<file path="src/rtl/hs_mon_pkg.sv">
package hs_mon_pkg;
  localparam int SIG_W       = 4;
  localparam int IDX_W       = 4;
  localparam int CLS_W       = 2;
  localparam logic [SIG_W-1:0] IDLE_STATE = 4'b1100;

  typedef enum logic [CLS_W-1:0] {
    CLS_ROUT_RISE = 2'b00,
    CLS_ROUT_FALL = 2'b01,
    CLS_AOUT_RISE = 2'b10,
    CLS_AOUT_FALL = 2'b11
  } fd_class_e;

  typedef struct packed {
    logic             hit;
    logic [IDX_W-1:0] idx;
    fd_class_e        cls;
  } fd_match_t;
endpackage

</file>
<file path="src/rtl/hs_sync.sv">
module hs_sync #(
  parameter int          W        = 4,
  parameter int          STAGES   = 2,
  parameter logic [W-1:0] INIT_VAL = '0
) (
  input  logic         clk,
  input  logic         rst_n,
  input  logic [W-1:0] d,
  output logic [W-1:0] q
);
  logic [W-1:0] stg [STAGES];

  for (genvar s = 0; s < STAGES; s++) begin : g_stage
    if (s == 0) begin : g_first
      always_ff @(posedge clk) begin
        if (!rst_n) stg[0] <= INIT_VAL;
        else        stg[0] <= d;
      end
    end else begin : g_next
      always_ff @(posedge clk) begin
        if (!rst_n) stg[s] <= INIT_VAL;
        else        stg[s] <= stg[s-1];
      end
    end
  end

  assign q = stg[STAGES-1];
endmodule

</file>
<file path="src/rtl/hs_fd_table.sv">
module hs_fd_table
  import hs_mon_pkg::*;
(
  input  logic [SIG_W-1:0] prev_st,
  input  logic [SIG_W-1:0] next_st,
  output fd_match_t        match
);
  function automatic fd_match_t lookup(input logic [2*SIG_W-1:0] pair);
    fd_match_t m;
    m = '{hit: 1'b1, idx: '0, cls: CLS_ROUT_RISE};
    case (pair)
      8'b0001_0101: begin m.idx = 4'd1;  m.cls = CLS_ROUT_RISE; end
      8'b0000_0100: begin m.idx = 4'd2;  m.cls = CLS_ROUT_RISE; end
      8'b1110_1010: begin m.idx = 4'd3;  m.cls = CLS_ROUT_FALL; end
      8'b1010_1011: begin m.idx = 4'd4;  m.cls = CLS_AOUT_RISE; end
      8'b1000_1001: begin m.idx = 4'd5;  m.cls = CLS_AOUT_RISE; end
      8'b0111_0110: begin m.idx = 4'd6;  m.cls = CLS_AOUT_FALL; end
      8'b0101_0100: begin m.idx = 4'd7;  m.cls = CLS_AOUT_FALL; end
      8'b1011_1010: begin m.idx = 4'd8;  m.cls = CLS_AOUT_FALL; end
      8'b1001_1000: begin m.idx = 4'd9;  m.cls = CLS_AOUT_FALL; end
      8'b1101_1001: begin m.idx = 4'd10; m.cls = CLS_ROUT_FALL; end
      default:      m.hit = 1'b0;
    endcase
    return m;
  endfunction

  always_comb begin
    match = lookup({prev_st, next_st});
    // every listed move is a single-signal step
    assert_single_step_R4: assert (!match.hit || $countones(prev_st ^ next_st) == 1);
  end
endmodule

</file>
<file path="src/rtl/hs_fault_monitor.sv">
module hs_fault_monitor
  import hs_mon_pkg::*;
#(
  parameter int SYNC_STAGES = 2
) (
  input  logic             clk,
  input  logic             rst_n,
  input  logic             clr,
  input  logic             req_in,
  input  logic             req_out,
  input  logic             ack_in,
  input  logic             ack_out,
  output logic             fault,
  output logic             proto_err,
  output logic [IDX_W-1:0] entry_idx,
  output logic [CLS_W-1:0] fault_class
);
  logic [SIG_W-1:0] raw_vec, cur_vec, prev_q, delta;
  logic             moved, multi;
  fd_match_t        match;

  assign raw_vec = {req_in, req_out, ack_in, ack_out};

  hs_sync #(.W(SIG_W), .STAGES(SYNC_STAGES), .INIT_VAL(IDLE_STATE)) u_sync (
    .clk(clk), .rst_n(rst_n), .d(raw_vec), .q(cur_vec)
  );

  hs_fd_table u_table (.prev_st(prev_q), .next_st(cur_vec), .match(match));

  assign delta = cur_vec ^ prev_q;
  assign moved = |delta;
  assign multi = moved && ((delta & (delta - 4'd1)) != '0);

  always_ff @(posedge clk) begin
    if (!rst_n) begin
      prev_q      <= IDLE_STATE;
      fault       <= 1'b0;
      proto_err   <= 1'b0;
      entry_idx   <= '0;
      fault_class <= '0;
    end else if (clr) begin
      prev_q      <= cur_vec;
      fault       <= 1'b0;
      proto_err   <= 1'b0;
      entry_idx   <= '0;
      fault_class <= '0;
    end else if (moved) begin
      prev_q <= cur_vec;
      if (multi) begin
        proto_err <= 1'b1;
      end else if (match.hit) begin
        fault <= 1'b1;
        if (!fault) begin
          entry_idx   <= match.idx;
          fault_class <= match.cls;
        end
      end
    end
  end

  // fault is permanent until clear
  assert_fault_sticky_R6: assert property (@(posedge clk) disable iff (!rst_n)
    (fault && !clr) |=> fault);
  // first report is held
  assert_first_held_R7: assert property (@(posedge clk) disable iff (!rst_n)
    (fault && !clr) |=> ($stable(entry_idx) && $stable(fault_class)));
  // index range tracks the flag
  assert_idx_range_R4: assert property (@(posedge clk) disable iff (!rst_n)
    fault ? (entry_idx >= 4'd1 && entry_idx <= 4'd10) : (entry_idx == '0));
  // clear empties the flags
  assert_clear_R9: assert property (@(posedge clk) disable iff (!rst_n)
    clr |=> (!fault && !proto_err && entry_idx == '0));
  // multi-bit jump raises protocol error
  assert_multi_err_R8: assert property (@(posedge clk) disable iff (!rst_n)
    (!clr && $countones(cur_vec ^ prev_q) > 1) |=> proto_err);
  // idle state leaves outputs unchanged
  assert_idle_quiet_R10: assert property (@(posedge clk) disable iff (!rst_n)
    (!clr && cur_vec == prev_q) |=> ($stable(fault) && $stable(proto_err)));
endmodule

</file>
<file path="config.mk">
export PLATFORM = sky130hd
export DESIGN_NAME = hs_fault_monitor
export DESIGN_NICKNAME = d
export VERILOG_FILES = /design/src/rtl/hs_mon_pkg.sv /design/src/rtl/hs_sync.sv /design/src/rtl/hs_fd_table.sv /design/src/rtl/hs_fault_monitor.sv
export SDC_FILE = /design/constraint.sdc
export NUM_CORES = 1
export LEC_CHECK = 0
export BUFFER_PORTS_ARGS = -buffer_cell sky130_fd_sc_hd__clkbuf_2
export CORE_MARGIN = 2
export CORE_UTILIZATION = 50
export CTS_CLUSTER_DIAMETER = 200
export DETAILED_ROUTE_END_ITERATION = 7
export PLACE_DENSITY = 0.7
export SKIP_LAST_GASP = 1
export SYNTH_ARGS = -nofsm -noshare
export SYNTH_HDL_FRONTEND = slang
export SYNTH_HIERARCHICAL = 1
export SYNTH_SLANG_ARGS = --single-unit
</file>
<file path="constraint.sdc">
create_clock -name clk -period 2.3 [get_ports clk]
set_input_delay 0.46 -clock clk [delete_from_list [all_inputs] [get_ports clk]]
set_output_delay 0.46 -clock clk [all_outputs]
set_load 0.02 [all_outputs]
</file>
Word level (Yosys, flattened, before mapping)
Memories as Yosys holds them, arrays and structs flattened.
Cells that the tools add are included.
- bits in registers: 12
- memory bits (writable): 8
- bits of input ports: 7
- output and inout port bits: 8
- logic and storage cells: 41
- memories: 1
- memories (name ; words ; bits a word ; rd ports ; clocked after memory_dff ; write ports ; line ; text):
    u_sync.stg ; 2 ; 4 ; 2 ; 0 ; 2 ; hs_sync.sv:11 ; logic [W-1:0] stg [STAGES];
- add/sub/neg operators: 1
- equal/unequal tests: 10
- mux-type cells: 8
- bitwise operators: 7
- reduce and logical (&&, ||, !) cells: 9
- operators with widths (cell ; count):
    $pmux W6 S10 ; 1
    $eq A8 B8 Y1 const B ; 6
    $eq A8 B7 Y1 const B ; 2
    $mux W4 ; 4
    $reduce_or A10 Y1 ; 1
    $eq A8 B3 Y1 const B ; 1
    $eq A8 B5 Y1 const B ; 1
    $and A4 B4 Y4 ; 1
    $reduce_and A4 Y1 ; 1
    $reduce_bool A4 Y1 ; 1
    $reduce_or A4 Y1 ; 1
    $sub A4 B1 Y4 const B ; 1
    $xor A4 B4 Y4 ; 1
    $mux W1 ; 3
    $not A1 Y1 ; 3
    $reduce_and A3 Y1 ; 1
    $or A1 B1 Y1 ; 2
    $reduce_and A2 Y1 ; 1
    $reduce_bool A2 Y1 ; 1
    $reduce_or A2 Y1 ; 1
    $logic_and A1 B1 Y1 ; 1

Logic depth before layout (Yosys ltp)
Gate-level depths: netlist of the first run.
- depth in word-level cells: 7
- gate-level depth with buffers: 7
- mapped depth without buffers: 6

By module
Netlist of the first run, hierarchy kept.
- modules (own cells, without submodules) (module ; instances ; cells an instance ; area each (um^2) ; sequential area each (um^2)):
    hs_fault_monitor ; 1 ; 53 ; 534.3 ; 240.2
    hs_fd_table ; 1 ; 40 ; 259.0 ; 0.0
    hs_sync ; 1 ; 16 ; 210.2 ; 160.2

Worst setup path before layout of the first run
No wires, ideal clock.
- path type: reg2reg
- start: memory u_sync.stg[1][3]
- end: register entry_idx[0]
- arrival time: 1527 ps
- slack: 652 ps
- cell stages (with the launch flop): 7
- buffers on the path: 0
- period minus slack after synthesis: 1648 ps
- cell sequence: dfxtp_1 -> nand3b_1 -> or3_4 -> a21oi_2 -> nand4b_1 -> nand3b_4 -> mux2i_1
- RTL lines (what ; line ; text):
    start: declaration ; hs_sync.sv:11 ;
    end signal: assignment ; hs_fault_monitor.sv:54 ; entry_idx <= match.idx;
    end: declaration ; hs_fault_monitor.sv:15 ; output logic [IDX_W-1:0] entry_idx,

==> reports/qor.txt, run 1 <==
final number of max-transition violations -> 0
number of I/O port buffers -> 14
synthesized cell area -> 1000 um2
reg-to-reg critical path endpoint -> entry_idx[0]
final RePlAce weighted congestion -> 0.789
max cap viols -> 0
aggregate routed wire length -> 1.64 mm
combinational fraction of design power -> 0.098
worst setup path start -> u_sync/stg[1][3]
clock share of power -> 0.280
total track usage -> 0.158
share of the core filled with cells in the final layout -> 0.580
number of instances in the synthesized netlist -> 109
post-synth net total -> 116
number of synthesized register bits -> 20
crit path max fanout -> 6
endpoint type of the worst setup path -> register
Sequential Power Share -> 0.622
final-layout setup total negative slack -> 0 ns
setup bufs post-CTS -> 0
cell depth of the worst hold path -> 2
leakage dissipation -> 0.499 nW
per-instance average area after synthesis -> 9.21 um2
die height -> 48.8 um
number of clock sinks -> 20
cell with the most instances after synthesis -> sky130_fd_sc_hd__dfxtp_1
post-route clock skew -> 0.00120 ns
largest net degree at the start of global routing -> 15
Area Overhead vs Synth -> 11.1%
Achievable Freq -> 0.546 GHz
clock root cell -> sky130_fd_sc_hd__clkbuf_4
headroom to the max-slew limit -> 0.752
dominant cell type by area after synthesis -> sky130_fd_sc_hd__dfxtp_1
number of buffers inserted for hold repair after clock tree synthesis -> 0
number of enable flip-flop cells after synthesis -> 0
type of the setup path with the least slack -> register to register
data required time at the worst endpoint -> 2.50 ns
TritonCTS clock tree -> done
capture endpoint of the worst hold path -> u_sync/stg[0][3]
H-tree lvl count -> 1
CTS-repair resized insts -> 0
number of placement rows -> 16
DP Wirelength -> 1.23 mm
IO Count -> 15
setup slack of the most critical reg-to-reg path -> 0.47 ns
Area after DPL -> 1090 um2
Critical Path Source Type -> register
number of design rule violations left after detail routing -> 0
dominant synthesized flop cell -> sky130_fd_sc_hd__dfxtp_1
Placeable Area -> 1920 um2
type of the worst min-delay path -> input pin to register
Internal Power -> 0.444 mW
detail-routed via count per cell -> 5.15
worst vdd ir -> 0.000386 V
status -> completed
GRT overflow -> 0
first-pass iteration count of the detailed router -> 4
RSZ-0062 raised after global routing -> false
antenna diode instance count -> 0
Post-Layout Inst Area -> 1110 um2
proportion of total power due to net switching -> 0.244
final hold viol count -> 0
wire length per cell after detailed routing -> 10.8 um
die area -> 2380 um2
share of cells above drive strength 1 -> 0.218
post-route fraction of the period consumed by the critical path -> 0.796
effective utilization at floorplan -> 0.522
crit path time final -> 1.83 ns
r2r startpoint -> u_sync/stg[1][3]
Slew @ Worst Pin -> 0.370 ns
clock latency at the later pin of the worst-skew pair -> 0.30 ns
worst hold path startpoint -> req_in
Synth async-reset ratio -> 0
PD cells -> 526 nW/um2
area share of the leading cell type in the synthesized netlist -> 0.399
Antenna Nets Post-Route -> 0
share of the yosys chip area belonging to registers -> 0.399
number of unique standard cell types used by synthesis -> 36
worst reg-to-reg path cell count -> 6
Fill cells -> 206
die width -> 48.8 um
first-pass GRT wire length -> 2.91 mm
min setup slack post-route -> 0.470 ns
top post-synthesis cells by count -> sky130_fd_sc_hd__dfxtp_1, sky130_fd_sc_hd__nand2_1, sky130_fd_sc_hd__nand2b_1
net load switching power -> 0.143 mW
via count of the first global-routing pass -> 648
final count of negative-setup-slack endpoints -> 0
via count -> 777
DRC marker count from the first detailed-route iteration -> 32
WP data arrival -> 2.03 ns
total number of nets in the final design -> 133
clock input transition at the sequential cells of the worst setup and hold paths -> 0.10 ns
clock buffers created by TritonCTS -> 3
largest cells by area after synthesis -> sky130_fd_sc_hd__dfxtp_1, sky130_fd_sc_hd__nand2_1, sky130_fd_sc_hd__mux2i_1
initial antenna violation count -> 0
largest buffer count on any clock path -> 2
worst slack at placement -> 0.484 ns
Yosys Warn Count -> 6
==> per-stage QoR <==
step,hold slack (ns),std cells,power (mW)
finish,0.330,151,0.587
global route,0.336,151,0.616
CTS,0.322,151,0.597
detailed placement,0.391,148,0.430
global placement,0.388,148,0.429
floorplan,0.386,109,0.416
==> how the worst max path moves through the flow <==
stage / end / slack [ns] / cells after the start
floorplan: entry_idx[0] / 0.65 / 6
global placement: entry_idx[0] / 0.51 / 6
detailed placement: entry_idx[1] / 0.48 / 6
CTS: entry_idx[0] / 0.47 / 6
global route: entry_idx[3] / 0.33 / 6
finish: entry_idx[0] / 0.47 / 6
==> power by group through the flow <==
stage	Sequential, mW	Combinational [mW]	Clock (mW)
2_1_floorplan	0.371	0.0451	0
3_3_place_gp	0.372	0.0568	0
3_5_place_dp	0.373	0.0576	0
4_1_cts	0.365	0.0579	0.174
5_1_grt	0.366	0.0645	0.185
6_report	0.365	0.0575	0.164
==> worst max-delay path: stages (launching register included) <==
cell	delay (ns)
sky130_fd_sc_hd__dfxtp_1	0.45
sky130_fd_sc_hd__nand3b_1	0.20
sky130_fd_sc_hd__or3_4	0.42
sky130_fd_sc_hd__a21oi_2	0.15
sky130_fd_sc_hd__nand4b_1	0.19
sky130_fd_sc_hd__nand3b_4	0.16
sky130_fd_sc_hd__mux2i_1	0.15
==> cell usage in the layout, fill, tap and decap left out, types with 2 or more instances in the layout <==
cell type                  instances
sky130_fd_sc_hd__o21ai_1           2
sky130_fd_sc_hd__nor2b_1           3
sky130_fd_sc_hd__or2_2             3
sky130_fd_sc_hd__nor2_1            3
sky130_fd_sc_hd__clkbuf_2         14
sky130_fd_sc_hd__nand2b_1          8
sky130_fd_sc_hd__nor3_1            2
sky130_fd_sc_hd__and2_1            6
sky130_fd_sc_hd__nand2_1          19
sky130_fd_sc_hd__clkbuf_4          3
sky130_fd_sc_hd__a21oi_1           3
sky130_fd_sc_hd__xnor2_1           3
sky130_fd_sc_hd__dfxtp_1          20
sky130_fd_sc_hd__o22ai_1           2
sky130_fd_sc_hd__nand4b_1          4
sky130_fd_sc_hd__inv_1             2
sky130_fd_sc_hd__mux2i_1           6
sky130_fd_sc_hd__xnor2_2           2
==> area by class of cell <==
cell class	instances	area, um2	area share
clock buffer	3	22.5	0.0202
inverter	2	7.51	0.00673
multi-input combinational	84	573	0.514
sequential	20	400	0.359
tap	27	33.8	0.0303
timing repair buffer	15	77.6	0.0696
==> kinds of logic after synthesis <==
family / synth area share
flip-flops: 0.399
AO/OA/AOI/OAI: 0.0985
adder cells (fa/ha/maj): 0.00998
AND/OR/NAND/NOR: 0.335
XOR/XNOR: 0.0673
buffers and inverters: 0.0299
multiplexers: 0.0599
==> sequential cells by signal (all words and copies together) (netlist names) <==
register	cells
u_sync/stg	8
entry_idx	4
proto_err	1
fault_class	2
fault	1
prev_q	4
==> routing by layer <==
metal,track usage,up-vias,part of all wire
li1,-,408,-
met1,0.213,339,0.48
met2,0.235,25,0.44
met3,0.0276,5,0.043
met4,0.100,0,0.032
met5,0,-,0
(Power assumes the default switching activity.)
==> inputs of run 2 (changes only) <==
- clock period: 2.3 -> 1.9 ns (I/O delays scaled with it)
==> run 2 against run 1 <==
Effect of this change:
- via count increased by 0.39%
- register-to-register slack got worse by 0.33 ns
- fmax increased by 3.7%
- global-route usage increased by 0.99 points
- critical path depth unchanged
- first-iteration DRC count decreased by 69%
- non-clock buffer count increased by 2
- final cell count increased by 1.3%
- setup slack got worse by 0.33 ns
- hold slack got worse by 0.074 ns
- die area unchanged
- clock skew increased by 0.0015 ns
- critical path type unchanged
- critical endpoint unchanged
==> reports/qor.txt, run 2 (synthesis gave the netlist of run 1 again) <==
number of buffers inserted for hold repair after clock tree synthesis -> 0
final count of negative-setup-slack endpoints -> 0
type of the worst min-delay path -> input pin to register
max cap viols -> 0
Placeable Area -> 1920 um2
Critical Path Source Type -> register
antenna diode instance count -> 0
r2r startpoint -> u_sync/stg[1][2]
worst vdd ir -> 0.000476 V
first-pass GRT wire length -> 3.09 mm
detail-routed via count per cell -> 5.10
via count -> 780
TritonCTS clock tree -> done
die width -> 48.8 um
final hold viol count -> 0
worst slack at placement -> 0.0883 ns
register with the highest flop count -> u_sync/stg
H-tree lvl count -> 1
wire length per cell after detailed routing -> 10.8 um
CTS-repair resized insts -> 0
data required time at the worst endpoint -> 2.10 ns
die height -> 48.8 um
die area -> 2380 um2
Antenna Nets Post-Route -> 0
largest net degree at the start of global routing -> 15
Slew @ Worst Pin -> 0.368 ns
number of I/O port buffers -> 14
clock latency at the later pin of the worst-skew pair -> 0.30 ns
largest registers -> u_sync/stg: 8 flops, entry_idx: 4 flops, prev_q: 4 flops
worst hold slack -> 0.255 ns
number of placement rows -> 16
most frequent cells in the layout -> sky130_fd_sc_hd__nand2_1, sky130_fd_sc_hd__dfxtp_1, sky130_fd_sc_hd__clkbuf_2, sky130_fd_sc_hd__nand2b_1
DP Wirelength -> 1.27 mm
PD cells -> 622 nW/um2
final number of max-transition violations -> 0
post-route fraction of the period consumed by the critical path -> 0.929
worst hold path startpoint -> req_out
RSZ-0062 raised after global routing -> false
worst setup path start -> u_sync/stg[1][2]
effective utilization at floorplan -> 0.522
Area Overhead vs Synth -> 13.7%
initial antenna violation count -> 0
WP data arrival -> 1.96 ns
total number of nets in the final design -> 135
clock input transition at the sequential cells of the worst setup and hold paths -> 0.10 ns
GRT overflow -> 0
min setup slack post-route -> 0.135 ns
leading cell type in the layout, fill and taps excluded -> sky130_fd_sc_hd__nand2_1
endpoint type of the worst setup path -> register
largest buffer count on any clock path -> 2
clock buffers created by TritonCTS -> 3
share of the core filled with cells in the final layout -> 0.594
DRC marker count from the first detailed-route iteration -> 10
crit path time final -> 1.76 ns
aggregate routed wire length -> 1.65 mm
Post-Layout Inst Area -> 1140 um2
Achievable Freq -> 0.567 GHz
number of clock sinks -> 20
post-route clock skew -> 0.00271 ns
headroom to the max-slew limit -> 0.753
total track usage -> 0.168
number of design rule violations left after detail routing -> 0
via count of the first global-routing pass -> 716
setup bufs post-CTS -> 0
first-pass iteration count of the detailed router -> 4
Area after DPL -> 1110 um2
IO Count -> 15
final RePlAce weighted congestion -> 0.813
crit path max fanout -> 6
max reg flops -> 8
share of cells above drive strength 1 -> 0.262
clock root cell -> sky130_fd_sc_hd__clkbuf_4
final-layout setup total negative slack -> 0 ns
status -> completed
leakage dissipation -> 0.506 nW
type of the setup path with the least slack -> register to register
run 2: stage by stage:
step / power [mW] / cells
floorplan: 0.503 / 109
global placement: 0.520 / 150
detailed placement: 0.522 / 150
CTS: 0.725 / 153
global route: 0.750 / 153
finish: 0.710 / 153
run 2: cell type report:
class | instances | area (um2)
well taps | 27 | 33.8
inverters | 2 | 7.51
fillers | 185 | 781
flip-flops and latches | 20 | 404
repair buffers | 17 | 92.6
multi-input cells | 84 | 581
clock buffers | 3 | 22.5
run 2: layer usage:
metal  global-route usage  vias to the layer above  share of wire
met3               0.0276                        4          0.038
met5                    0                        -              0
met2                0.265                       12           0.45
li1                     -                      415              -
met4                0.100                        0          0.027
met1                0.218                      349           0.49
run 2: critical path, cell delays in order, from the launching register on:
cell,delay [ns]
sky130_fd_sc_hd__dfxtp_2,0.36
sky130_fd_sc_hd__nand3b_1,0.24
sky130_fd_sc_hd__or3_4,0.42
sky130_fd_sc_hd__a21oi_2,0.15
sky130_fd_sc_hd__nand4b_1,0.19
sky130_fd_sc_hd__nand3b_4,0.16
sky130_fd_sc_hd__mux2i_1,0.15
run 2: final timing paths:
| kind | end | slack [ns] | cells past startpoint |
|---|---|---|---|
| setup reg to reg | entry_idx[0] | 0.14 | 6 |
| hold reg to reg | u_sync/stg[1][2] | 0.42 | 1 |
| hold / removal | u_sync/stg[0][2] | 0.26 | 2 |
| setup / recovery | entry_idx[0] | 0.14 | 6 |
run 2: power breakdown:
part	switching (mW)	internal, mW	total [mW]
Combinational	0.0376	0.0341	0.0718
Sequential	0.0106	0.430	0.441
Clock	0.123	0.0740	0.197
Total	0.172	0.539	0.710
==> inputs of run 3 (changes only) <==
- PLACE_DENSITY: 0.7 -> 0.73
==> run 3 against run 2 <==
Effect of this change:
- flip-flop and latch count stayed put
- routed wire length is 9.0% higher
- non-clock buffer count is 1 higher
- die area stayed put
- first-iteration DRC count grew to 2.5 times the previous value
- final cell count is 1.3% higher
- design area is 1.1% higher
- combinational power is 5.6% higher
- power is 7.0% higher
- critical endpoint is now entry_idx[3]
==> reports/qor.txt, run 3 (synthesis gave the netlist of run 1 again) <==
status -> completed
post-route clock skew -> 0.000626 ns
met3 Track Usage GR -> 0.0368
first-pass iteration count of the detailed router -> 4
reg-to-reg critical path endpoint -> entry_idx[3]
initial antenna violation count -> 0
largest net degree at the start of global routing -> 15
worst vdd ir -> 0.000414 V
type of the worst min-delay path -> input pin to register
number of design rule violations left after detail routing -> 0
final number of max-transition violations -> 0
clock buffers created by TritonCTS -> 3
DRC marker count from the first detailed-route iteration -> 25
wire length per cell after detailed routing -> 11.6 um
share of cells above drive strength 1 -> 0.258
total track usage -> 0.163
met2 Usage GRT -> 0.301
data required time at the worst endpoint -> 2.13 ns
RSZ-0062 raised after global routing -> false
Fill cells -> 181
clock input transition at the sequential cells of the worst setup and hold paths -> 0.11 ns
worst reg-to-reg path cell count -> 5
final-layout setup total negative slack -> 0 ns
total number of nets in the final design -> 136
PD cells -> 659 nW/um2
final count of negative-setup-slack endpoints -> 0
Achievable Freq -> 0.552 GHz
leading cell type in the layout, fill and taps excluded -> sky130_fd_sc_hd__nand2_1
r2r startpoint -> u_sync/stg[1][2]
Area after DPL -> 1110 um2
headroom to the max-slew limit -> 0.753
most frequent cells in the layout -> sky130_fd_sc_hd__nand2_1, sky130_fd_sc_hd__dfxtp_1, sky130_fd_sc_hd__clkbuf_2, sky130_fd_sc_hd__nand2b_1
crit path max fanout -> 6
max reg flops -> 8
antenna diode instance count -> 0
clock latency at the later pin of the worst-skew pair -> 0.29 ns
endpoint type of the worst setup path -> register
TritonCTS clock tree -> done
Slew @ Worst Pin -> 0.368 ns
via count -> 808
max cap viols -> 0
die height -> 48.8 um
effective utilization at floorplan -> 0.522
M1 GR Usage -> 0.187
clock root cell -> sky130_fd_sc_hd__clkbuf_4
detail-routed via count per cell -> 5.21
setup slack of the most critical reg-to-reg path -> 0.09 ns
capture endpoint of the worst hold path -> u_sync/stg[0][2]
die area -> 2380 um2
crit path time final -> 1.81 ns
Placeable Area -> 1920 um2
WP data arrival -> 2.04 ns
Critical Path Source Type -> register
most congested layer reported by global routing -> met2
worst slack at placement -> 0.0299 ns
GRT overflow -> 0
number of clock sinks -> 20
worst hold path startpoint -> req_out
leakage dissipation -> 0.519 nW
IO Count -> 15
final RePlAce weighted congestion -> 0.889
cell depth of the worst hold path -> 2
via count of the first global-routing pass -> 731
Area Overhead vs Synth -> 15.0%
first-pass GRT wire length -> 3.04 mm
type of the setup path with the least slack -> register to register
aggregate routed wire length -> 1.79 mm
Antenna Nets Post-Route -> 0
die width -> 48.8 um
post-route fraction of the period consumed by the critical path -> 0.954
number of buffers inserted for hold repair after clock tree synthesis -> 0
Post-Layout Inst Area -> 1150 um2
largest buffer count on any clock path -> 2
final hold viol count -> 0
DP Wirelength -> 1.33 mm
largest registers -> u_sync/stg: 8 flops, entry_idx: 4 flops, prev_q: 4 flops
number of I/O port buffers -> 14
register with the highest flop count -> u_sync/stg
min setup slack post-route -> 0.0873 ns
number of placement rows -> 16
H-tree lvl count -> 1
-- run 3: changes by cell type in the layout (fill, tap and decap cells not counted) --
cell / delta
sky130_fd_sc_hd__xor2_2: -1
sky130_fd_sc_hd__dfxtp_1: +1
sky130_fd_sc_hd__buf_4: +1
sky130_fd_sc_hd__clkbuf_8: +1
sky130_fd_sc_hd__dfxtp_2: -1
sky130_fd_sc_hd__xor2_1: +1
-- run 3: layer usage --
layer | share of wire | up-vias
met1 | 0.45 | 359
met5 | 0 | -
met4 | 0.0078 | 0
met2 | 0.48 | 32
met3 | 0.061 | 4
li1 | - | 413
-- run 3: how the worst max path moves through the flow --
| stage | cells past startpoint | startpoint | slack (ns) | endpoint |
|---|---|---|---|---|
| global route | 5 | u_sync/stg[1][0] | 0.005 | entry_idx[3] |
| global placement | 6 | u_sync/stg[1][3] | 0.10 | fault_class[0] |
| finish | 5 | u_sync/stg[1][2] | 0.09 | entry_idx[3] |
| floorplan | 6 | u_sync/stg[1][3] | 0.25 | entry_idx[0] |
| CTS | 6 | u_sync/stg[1][3] | 0.002 | entry_idx[3] |
| detailed placement | 6 | u_sync/stg[1][3] | 0.03 | entry_idx[3] |
-- run 3: cell type report --
| type | count | area, um2 | share of cell area |
|---|---|---|---|
| inverter | 2 | 7.51 | 0.00651 |
| clock buffer | 4 | 36.3 | 0.0315 |
| multi-input combinational | 84 | 573 | 0.497 |
| timing repair buffer | 18 | 100 | 0.0868 |
| sequential | 20 | 403 | 0.349 |
| tap | 27 | 33.8 | 0.0293 |
-- run 3: power by group --
group	internal, mW	switching, mW	total (mW)
combinational	0.0362	0.0397	0.0758
sequential	0.430	0.0103	0.441
clock	0.117	0.127	0.244
-- run 3: what timing repair did --
item,4_1_cts,5_1_grt
endpoints found under the setup margin,0,6
buffers inserted,0,1
gates resized for setup,0,2
-- run 3: metrics by stage --
stage	total power, mW	utilization	std cells	hold slack, ns
floorplan	0.503	-	109	0.386
global placement	0.522	0.576	150	0.391
detailed placement	0.525	0.576	150	0.403
CTS	0.768	0.595	154	0.250
global route	0.794	0.600	155	0.250
finish	0.760	0.600	155	0.256
-- run 3: critical path: stages (launching register included) --
cell and delay [ns]:
sky130_fd_sc_hd__dfxtp_1 0.42, sky130_fd_sc_hd__or3b_1 0.41, sky130_fd_sc_hd__a2111o_1 0.37, sky130_fd_sc_hd__nand4b_1 0.18, sky130_fd_sc_hd__nand3b_4 0.16, sky130_fd_sc_hd__mux2i_1 0.20
